<file path="config.mk">
export PLATFORM = sky130hd
export DESIGN_NAME = pfm_pulse_ctrl
export DESIGN_NICKNAME = d
export VERILOG_FILES = /design/src/rtl/pfm_pkg.sv /design/src/rtl/pfm_phase_fsm.sv /design/src/rtl/pfm_rate_mon.sv /design/src/rtl/pfm_pulse_ctrl.sv
export SDC_FILE = /design/constraint.sdc
export NUM_CORES = 1
export LEC_CHECK = 0
export BUFFER_PORTS_ARGS = -buffer_cell sky130_fd_sc_hd__buf_2
export CAP_MARGIN = 20
export CORE_MARGIN = 2
export CORE_UTILIZATION = 45
export CTS_CLUSTER_DIAMETER = 150
export DETAILED_ROUTE_END_ITERATION = 10
export GPL_TIMING_DRIVEN = 0
export MAX_ROUTING_LAYER = met4
export PLACE_DENSITY = 0.66
export SKIP_CTS_REPAIR_TIMING = 1
export SYNTH_ARGS = -nofsm -noshare
export SYNTH_HDL_FRONTEND = slang
export SYNTH_SLANG_ARGS = --single-unit
export TNS_END_PERCENT = 1
</file>
<file path="constraint.sdc">
create_clock -name clk -period 7.1 [get_ports clk]
set_input_delay 1.065 -clock clk [delete_from_list [all_inputs] [get_ports clk]]
set_output_delay 1.065 -clock clk [all_outputs]
set_load 0.02 [all_outputs]
</file>
<file path="src/rtl/pfm_pkg.sv">
package pfm_pkg;

  typedef enum logic [1:0] {
    PH_IDLE = 2'd0,
    PH_HIGH = 2'd1,
    PH_DEAD = 2'd2,
    PH_LOW  = 2'd3
  } pfm_phase_e;

  // Effective on-time: at least one clock, never above the ripple cap.
  function automatic int on_len(int req, int cap);
    if (req < 1) return 1;
    if (req > cap) return cap;
    return req;
  endfunction

  // Effective dead gap: at least one clock so the gates never touch.
  function automatic int gap_len(int req);
    return (req < 1) ? 1 : req;
  endfunction

  // Rate decision at the end of a window.
  function automatic logic over_limit(int cnt, int lim);
    return cnt > lim;
  endfunction

endpackage

</file>
<file path="src/rtl/pfm_phase_fsm.sv">
module pfm_phase_fsm
  import pfm_pkg::*;
#(
  parameter int TON_W   = 8,
  parameter int DT_W    = 4,
  parameter int TON_MAX = 200,
  parameter int LS_MAX  = 64
) (
  input  logic             clk,
  input  logic             rst_n,
  input  logic             en,
  input  logic             vout_low,
  input  logic             zc,
  input  logic [TON_W-1:0] ton_cfg,
  input  logic [DT_W-1:0]  dt_cfg,
  output pfm_phase_e       phase,
  output logic             pulse_start,
  output logic             timeout_flag
);

  localparam int TMR_W = (TON_W > DT_W) ? TON_W : DT_W;
  localparam int LS_W  = $clog2(LS_MAX + 1);

  logic [TMR_W-1:0] tmr;
  logic [LS_W-1:0]  ls_cnt;
  logic [TMR_W-1:0] ton_load;
  logic [TMR_W-1:0] dt_load;

  // Named internal events
  logic hs_done;
  logic dead_done;
  logic zc_end;
  logic ls_expire;

  always_comb begin
    ton_load    = TMR_W'(on_len(int'(ton_cfg), TON_MAX) - 1);
    dt_load     = TMR_W'(gap_len(int'(dt_cfg)) - 1);
    pulse_start = en && (phase == PH_IDLE) && vout_low;
    hs_done     = (phase == PH_HIGH) && (tmr == '0);
    dead_done   = (phase == PH_DEAD) && (tmr == '0);
    zc_end      = (phase == PH_LOW) && zc;
    ls_expire   = (phase == PH_LOW) && !zc && (ls_cnt == LS_W'(LS_MAX - 1));
  end

  always_ff @(posedge clk) begin
    if (!rst_n || !en) begin
      phase        <= PH_IDLE;
      tmr          <= '0;
      ls_cnt       <= '0;
      timeout_flag <= 1'b0;
    end else begin
      case (phase)
        PH_IDLE: begin
          if (pulse_start) begin
            phase        <= PH_HIGH;
            tmr          <= ton_load;
            timeout_flag <= 1'b0;
          end
        end
        PH_HIGH: begin
          if (hs_done) begin
            phase <= PH_DEAD;
            tmr   <= dt_load;
          end else begin
            tmr <= tmr - TMR_W'(1);
          end
        end
        PH_DEAD: begin
          if (dead_done) begin
            phase  <= PH_LOW;
            ls_cnt <= '0;
          end else begin
            tmr <= tmr - TMR_W'(1);
          end
        end
        PH_LOW: begin
          if (zc_end) begin
            phase <= PH_IDLE;
          end else if (ls_expire) begin
            phase        <= PH_IDLE;
            timeout_flag <= 1'b1;
          end else begin
            ls_cnt <= ls_cnt + LS_W'(1);
          end
        end
        default: phase <= PH_IDLE;
      endcase
    end
  end

  // Length of the current high-side run, for the cap check.
  logic [TON_W:0] hs_run;
  always_ff @(posedge clk) begin
    if (!rst_n) hs_run <= '0;
    else        hs_run <= (phase == PH_HIGH) ? hs_run + (TON_W+1)'(1) : '0;
  end


  on_cap_chk: assert property (@(posedge clk) disable iff (!rst_n)
    (phase == PH_HIGH) |-> (hs_run < (TON_W+1)'(TON_MAX)));


  dead_entry_chk: assert property (@(posedge clk) disable iff (!rst_n)
    ((phase == PH_LOW) && $past(phase != PH_LOW)) |-> $past(phase == PH_DEAD));


  start_cause_chk: assert property (@(posedge clk) disable iff (!rst_n)
    ((phase == PH_HIGH) && $past(phase == PH_IDLE)) |-> $past(vout_low && en));


  ls_bound_chk: assert property (@(posedge clk) disable iff (!rst_n)
    ls_cnt < LS_W'(LS_MAX));


  idle_on_disable_chk: assert property (@(posedge clk) disable iff (!rst_n)
    !en |=> (phase == PH_IDLE));

endmodule

</file>
<file path="src/rtl/pfm_rate_mon.sv">
module pfm_rate_mon
  import pfm_pkg::*;
#(
  parameter int WIN_CLKS = 256,
  parameter int RATE_W   = 8
) (
  input  logic              clk,
  input  logic              rst_n,
  input  logic              en,
  input  logic              pulse_start,
  input  logic [RATE_W-1:0] rate_lim,
  output logic              pwm_req
);

  localparam int WIN_W = (WIN_CLKS > 1) ? $clog2(WIN_CLKS) : 1;

  logic [WIN_W-1:0]  win_cnt;
  logic [RATE_W-1:0] cnt;
  logic [RATE_W-1:0] cnt_next;
  logic              win_last;

  always_comb begin
    win_last = (win_cnt == WIN_W'(WIN_CLKS - 1));
    cnt_next = (pulse_start && (cnt != {RATE_W{1'b1}})) ? cnt + RATE_W'(1) : cnt;
  end

  always_ff @(posedge clk) begin
    if (!rst_n || !en) begin
      win_cnt <= '0;
      cnt     <= '0;
      pwm_req <= 1'b0;
    end else if (win_last) begin
      win_cnt <= '0;
      cnt     <= '0;
      pwm_req <= over_limit(int'(cnt_next), int'(rate_lim));
    end else begin
      win_cnt <= win_cnt + WIN_W'(1);
      cnt     <= cnt_next;
    end
  end


  req_window_chk: assert property (@(posedge clk) disable iff (!rst_n)
    !$stable(pwm_req) |-> $past(win_last || !en));


  req_clear_chk: assert property (@(posedge clk) disable iff (!rst_n)
    !en |=> !pwm_req);

endmodule

</file>
<file path="src/rtl/pfm_pulse_ctrl.sv">
module pfm_pulse_ctrl
  import pfm_pkg::*;
#(
  parameter int TON_W    = 8,
  parameter int DT_W     = 4,
  parameter int RATE_W   = 8,
  parameter int TON_MAX  = 200,
  parameter int LS_MAX   = 64,
  parameter int WIN_CLKS = 256
) (
  input  logic              clk,
  input  logic              rst_n,
  input  logic              en,
  input  logic              vout_low,
  input  logic              zc,
  input  logic [TON_W-1:0]  ton_cfg,
  input  logic [DT_W-1:0]   dt_cfg,
  input  logic [RATE_W-1:0] rate_lim,
  output logic              hs_gate,
  output logic              ls_gate,
  output logic              ls_timeout,
  output logic              pwm_req
);

  pfm_phase_e phase;
  logic       pulse_start;

  pfm_phase_fsm #(
    .TON_W  (TON_W),
    .DT_W   (DT_W),
    .TON_MAX(TON_MAX),
    .LS_MAX (LS_MAX)
  ) fsm_i (
    .clk         (clk),
    .rst_n       (rst_n),
    .en          (en),
    .vout_low    (vout_low),
    .zc          (zc),
    .ton_cfg     (ton_cfg),
    .dt_cfg      (dt_cfg),
    .phase       (phase),
    .pulse_start (pulse_start),
    .timeout_flag(ls_timeout)
  );

  pfm_rate_mon #(
    .WIN_CLKS(WIN_CLKS),
    .RATE_W  (RATE_W)
  ) rate_i (
    .clk        (clk),
    .rst_n      (rst_n),
    .en         (en),
    .pulse_start(pulse_start),
    .rate_lim   (rate_lim),
    .pwm_req    (pwm_req)
  );

  // Gates follow the phase, and a low enable cuts them in the same cycle.
  always_comb begin
    hs_gate = en && (phase == PH_HIGH);
    ls_gate = en && (phase == PH_LOW);
  end


  gate_gap_chk: assert property (@(posedge clk) disable iff (!rst_n)
    $rose(ls_gate) |-> $past(!hs_gate));


  timeout_edge_chk: assert property (@(posedge clk) disable iff (!rst_n)
    $rose(ls_timeout) |-> ($past(ls_gate) && !ls_gate));

endmodule

</file>
* Word level (Yosys, flattened, before mapping)
Index checks and enable logic that the tools add are counted.
Word-level totals: bits in registers 35, input port bits 25, output and inout port bits 4, logic and storage cells 82
Operators by class: add/subtract/negate cells 6, order comparisons 4, equality and inequality tests 14, mux-type cells 27, reductions and logical operators 24
Operator list (count):
- $mux 8 | 7
- $pmux 8 s3 | 1
- $mux 7 | 3
- $add 8x1->8 const B | 2
- $sub 8x2->8 const B | 2
- $pmux 7 s2 | 1
- $reduce_and 4->1 | 3
- $logic_and 1x1->1 | 10
- $mux 2 | 5
- $eq 8x8->1 const B | 1
- $gt 8x8->1 | 1
- $gt 8x8->1 const B | 1
- $logic_not 8->1 | 1
- $lt 8x1->1 const B | 1
- $ne 2x1->1 const B | 4
- $ne 8x8->1 const B | 1
- $pmux 2 s4 | 1
- $sub 8x1->8 const B | 1
- $add 7x1->7 const B | 1
- $eq 7x6->1 const B | 1
- $mux 1 | 7
- $ne 2x2->1 const B | 3
- $eq 2x2->1 const B | 2
- $lt 4x1->1 const B | 1
- 11 further kinds | 14

* Logic depth before layout (Yosys ltp)
word-level depth 8, gate-level depth with buffers 11, gate-level depth less buffers 11

* By module
From an unflattened synthesis, not the netlist that was laid out.
Unflattened totals: cell total of the unflattened synthesis 314, area total of the unflattened synthesis 2571.2 um^2
Modules (own cells, without submodules):
- pfm_phase_fsm | times used 1, cells each 201, area an instance 1562.7 um^2, sequential area each 360.3 um^2
- pfm_rate_mon | times used 1, cells each 111, area an instance 992.2 um^2, sequential area each 340.3 um^2
- pfm_pulse_ctrl | times used 1, cells each 2, area an instance 16.3 um^2, sequential area each 0.0 um^2

* Worst setup path after synthesis
No wires, ideal clock.
kind input -> register, start point input port vout_low, end point register rate_i.pwm_req, library setup time 0.114 ns, arrival time 2.714 ns, data required time 6.986 ns, path slack 4.272 ns, stages 9, path buffers 0, cell sequence nand3_1 -> a41oi_1 -> mux2_2 -> ha_1 -> nor2b_1 -> o211ai_1 -> a21oi_1 -> nor3_1 -> a2111oi_0
On the way: cells in the longest elaborated chain, start to end 4
Ends and longest elaborated chain:
- start: declaration | line pfm_pulse_ctrl.sv:14 | input logic vout_low,
- $logic_and 1x1->1 | line pfm_phase_fsm.sv:38 | pulse_start = en && (phase == PH_IDLE) && vout_low;
- $logic_and 1x1->1 | line pfm_rate_mon.sv:24 | cnt_next = (pulse_start && (cnt != {RATE_W{1'b1}})) ? cnt + RATE_W'(1) : cnt;
- $mux 8 | line pfm_rate_mon.sv:24
- via rate_i.cnt_next[1] | line pfm_rate_mon.sv:19 | logic [RATE_W-1:0] cnt_next;
- $gt 8x8->1 | line pfm_pkg.sv:24 | return cnt > lim;
- end signal: assignment | line pfm_rate_mon.sv:35 | pwm_req <= over_limit(int'(cnt_next), int'(rate_lim));
- end: declaration | line pfm_rate_mon.sv:12 | output logic pwm_req
The timed path passes the listed nets, and every way through them passes these cells. A chain may end at the register's enable or synchronous reset.

* Worst setup path after layout
start point input port ton_cfg[5], end point register fsm_i.tmr[4]
On the way: cells in the longest elaborated chain, start to end 8, elaborated cells between the ends (all ways) 12, those cells by class add/sub (1); order compare (2); mux (9)
Ends and longest elaborated chain:
- start: declaration | line pfm_pulse_ctrl.sv:16 | input logic [TON_W-1:0] ton_cfg,
- $lt 8x1->1 / $gt 8x8->1 (equally long branches) | line pfm_pkg.sv:12, pfm_pkg.sv:13
- $mux 1, on equally long branches | line pfm_pkg.sv:12, pfm_pkg.sv:13
- $mux 8 / $mux 1 (equally long branches) | line pfm_pkg.sv:13 | if (req > cap) return cap;
- $mux 8 | line pfm_pkg.sv:14 | return req;
- $mux 8 * | line pfm_pkg.sv:13
- $sub 8x2->8 * | line pfm_phase_fsm.sv:36 | ton_load = TMR_W'(on_len(int'(ton_cfg), TON_MAX) - 1);
- $mux 8 * | line pfm_phase_fsm.sv:54 | if (pulse_start) begin
- $pmux 8 s3 * | line pfm_phase_fsm.sv:52 | case (phase)
- end signal: assignment | line pfm_phase_fsm.sv:56 | tmr <= ton_load;
- end signal: assignment | line pfm_phase_fsm.sv:63 | tmr <= dt_load;
- end signal: assignment | line pfm_phase_fsm.sv:65 | tmr <= tmr - TMR_W'(1);
- end: declaration | line pfm_phase_fsm.sv:24 | logic [TMR_W-1:0] tmr;
Mark *: on every way between the ends. The rest lies on a longest branch, timed or not. The select of a mux whose other input is x is not followed.

==> impl_metrics.json <==
{
  "outcome": "finished, final reports clean",
  "clockBufferDepth": 2,
  "maxCapViolCount": 0,
  "crit_family": "simple AND/OR/NAND/NOR gates",
  "power.internal_w": 0.000345,
  "syn-num-nets": 343,
  "fin_nets": 378,
  "final.period_utilization_pct": 42.3,
  "path_buf_inv": 2,
  "syn2layout_area_growth_pct": 14.3,
  "synth-edff-count": 0,
  "grt_max_degree": 13,
  "core_area_um2": 5170,
  "async_flop_share_pct": 0,
  "fin_area_um2": 2800,
  "setup_viol": 0,
  "worstSetupEndpoint": "fsm_i.tmr[4]",
  "ys.warnings.count": 0,
  "rrSetupSlack_ns": 4.45,
  "leakage_nw": 1.13,
  "hold_path_class": "flop to flop",
  "cts_buffers": 5,
  "initial_core_util_pct": 47.3,
  "die_area_um2": 6040,
  "viasPerCell": 5.46,
  "synth_cell_types": 59,
  "startpoint": "ton_cfg[5]",
  "worstReg2RegStart": "fsm_i.phase[0]",
  "cts_root_buf": "clkbuf_8",
  "rsz0062_at_grt": "no",
  "met2_usage_pct": 29.9,
  "wl_per_cell_um": 13.4,
  "p_comb_share_pct": 15.9,
  "p_sw_share_pct": 26.7,
  "ant_nets": 0,
  "top_usage_layer": "met2",
  "grt_pass1_wl_um": 9540,
  "worst_setup_path_end_kind": "flop",
  "die_h_um": 77.7,
  "r2r-end": "rate_i.pwm_req",
  "drc_errors": 0,
  "path_cells": "buf_2 -> nor3_1 -> a21oi_1 -> o21ai_0 -> inv_1 -> ha_1 -> nand2b_1 -> a21o_1 -> a21oi_1 -> or4_1 -> nand2_1",
  "antenna_cells": 0,
  "gp_congestion": 0.872,
  "power_density_nw_per_um2": 168,
  "setup_tns_ns": 0,
  "io_buffer_count": 28,
  "cts_max_level": 2,
  "finalClockSkew_ns": 0.00142,
  "syn_avg_cell_area_um2": 8.21,
  "ir_worst_vdd_mv": 0.102,
  "start_kind": "input port",
  "dp_hpwl_um": 4120,
  "grt_usage_pct": 20.0,
  "worstHoldStart": "fsm_i.ls_cnt[6]",
  "drv_slew": 0,
  "min_period_ns": 3.01,
  "io_pins": 29,
  "grt_pass1_vias": 2058,
  "cp_max_fo": 7,
  "reg2reg_depth": 11,
  "drt_iter0_drc": 103,
  "grtUsageMet1_pct": 28.0,
  "crit_type": "input port to flop",
  "seq_area_frac_synth_pct": 28.6,
  "finalHoldViolations": 0,
  "worstPathRequired_ns": 7.34,
  "wl_um": 5400,
  "total_power_w": 0.000470,
  "tightest_slew_ns": 0.572,
  "p_seq_share_pct": 43.1,
  "synth_cells": 298,
  "clock-sinks": 35,
  "max_clock_freq_ghz": 0.333,
  "cp_common_cell": "a21oi_1",
  "placed_area_um2": 2670,
  "path_depth": 11,
  "cts_tree": "yes",
  "slew_headroom_pct": 61.4,
  "die_w_um": 77.7,
  "drive_above_1_share_pct": 15.0,
  "power.switching_w": 0.000125,
  "grt_use_met3_pct": 3.84,
  "antenna_found_initial": 0,
  "rows": 26,
  "crit_slowest_cell": "or4_1",
  "ys_ff_latch": 35,
  "pwr-share-clk_pct": 41.0,
  "clk_pin_slew_ns": 0.07,
  "clk_latency_ns": 0.29,
  "firstDrtPassIters": 4,
  "post-route-util_pct": 54.0,
  "cp_slowest_stage_delay_ns": 0.48,
  "dr_total_vias": 2205,
  "crit_arrival_ns": 3.24,
  "grt-ovfl-total": 0,
  "mappedNetlistArea_um2": 2450,
  "synth-main-ff-cell": "dfxtp_1"
}
-- through the flow --
stage	worst slack (ns)	instances	hold WS (ns)
floorplan	4.27	298	0.426
global placement	3.76	396	0.443
detailed placement	3.78	396	0.451
CTS	4.09	404	0.465
global route	3.90	404	0.512
finish	4.09	404	0.463
-- layer usage --
layer / up-vias / wire, um
met2: 45 / 2290
met3: 2 / 228
li1: 1160 / -
met1: 998 / 2840
met5: - / 0
met4: 0 / 30
-- kinds of logic (layout without fill, tap and decap cells) --
kind of cell	after synthesis	in the layout	synth area share, %
buffers and inverters	29	65	4.76
AND/OR/NAND/NOR	121	121	27.1
multiplexers	2	2	0.921
adder cells (fa/ha/maj)	20	20	10.2
XOR/XNOR	21	21	7.52
AO/OA/AOI/OAI	70	70	20.8
flip-flops	35	35	28.6
-- layout make-up --
class / instances / area (um2)
fill: 489 / 2380
tap: 70 / 87.6
sequential: 35 / 701
clock inverter: 2 / 38.8
buffer: 8 / 37.5
multi-input combinational: 234 / 1630
timing repair buffer: 28 / 140
clock buffer: 6 / 82.6
inverter: 21 / 78.8
-- cell usage in the layout, fill, tap and decap left out, drive strengths merged, types with 3 or more instances in the layout --
cell type	count
a211oi	3
a21boi	3
a21oi	15
and2	5
and3	6
and4	4
buf	29
clkbuf	13
dfxtp	35
ha	20
inv	22
nand2	25
nand2b	3
nand3	15
nand4	4
nor2	24
nor2b	8
nor3	13
nor4	5
o211ai	3
o21ai	14
o22ai	3
xnor2	15
xor2	6
-- synthesized netlist by cell type (all sizes together), types with 3 or more instances --
master	instances	area (um2)
dfxtp	35	701
nand2	25	101
nor2	24	90.1
inv	21	78.8
ha	20	250
a21oi	15	75.1
nand3	15	75.1
xnor2	15	131
o21ai	14	70.1
nor3	13	70.1
nor2b	8	50.1
clkbuf	7	26.3
and3	6	37.5
xor2	6	52.6
and2	5	31.3
nor4	5	37.5
and4	4	35.0
nand4	4	25.0
a211oi	3	22.5
a21boi	3	22.5
nand2b	3	18.8
o211ai	3	22.5
o22ai	3	18.8
-- worst min-delay path, stage by stage, from the launching register on --
cell and delay [ns]:
dfxtp_1 0.32, inv_1 0.07, a311oi_1 0.04
-- sequential cells by signal, summed over array words and instances, names as in the netlist --
| name | flops |
|---|---|
| fsm_i.tmr | 8 |
| fsm_i.timeout_flag | 1 |
| rate_i.pwm_req | 1 |
| rate_i.cnt | 8 |
| rate_i.win_cnt | 8 |
| fsm_i.phase | 2 |
| fsm_i.ls_cnt | 7 |
-- power by group through the flow --
stage / Sequential [W] / Combinational [W] / Clock, W
2_1_floorplan: 0.000206 / 0.0000508 / 0
3_3_place_gp: 0.000207 / 0.0000733 / 0
3_5_place_dp: 0.000207 / 0.0000740 / 0
4_1_cts: 0.000203 / 0.0000744 / 0.000198
5_1_grt: 0.000203 / 0.0000843 / 0.000208
6_report: 0.000203 / 0.0000747 / 0.000193
-- worst min path at each step --
stage,to,slack (ns),cells past startpoint
global placement,fsm_i.ls_cnt[6],0.44,2
floorplan,rate_i.win_cnt[0],0.43,1
finish,fsm_i.ls_cnt[6],0.46,2
detailed placement,fsm_i.ls_cnt[6],0.45,2
CTS,fsm_i.ls_cnt[6],0.47,2
global route,fsm_i.ls_cnt[6],0.51,2
No activity file was read; power rests on OpenSTA's default activity.
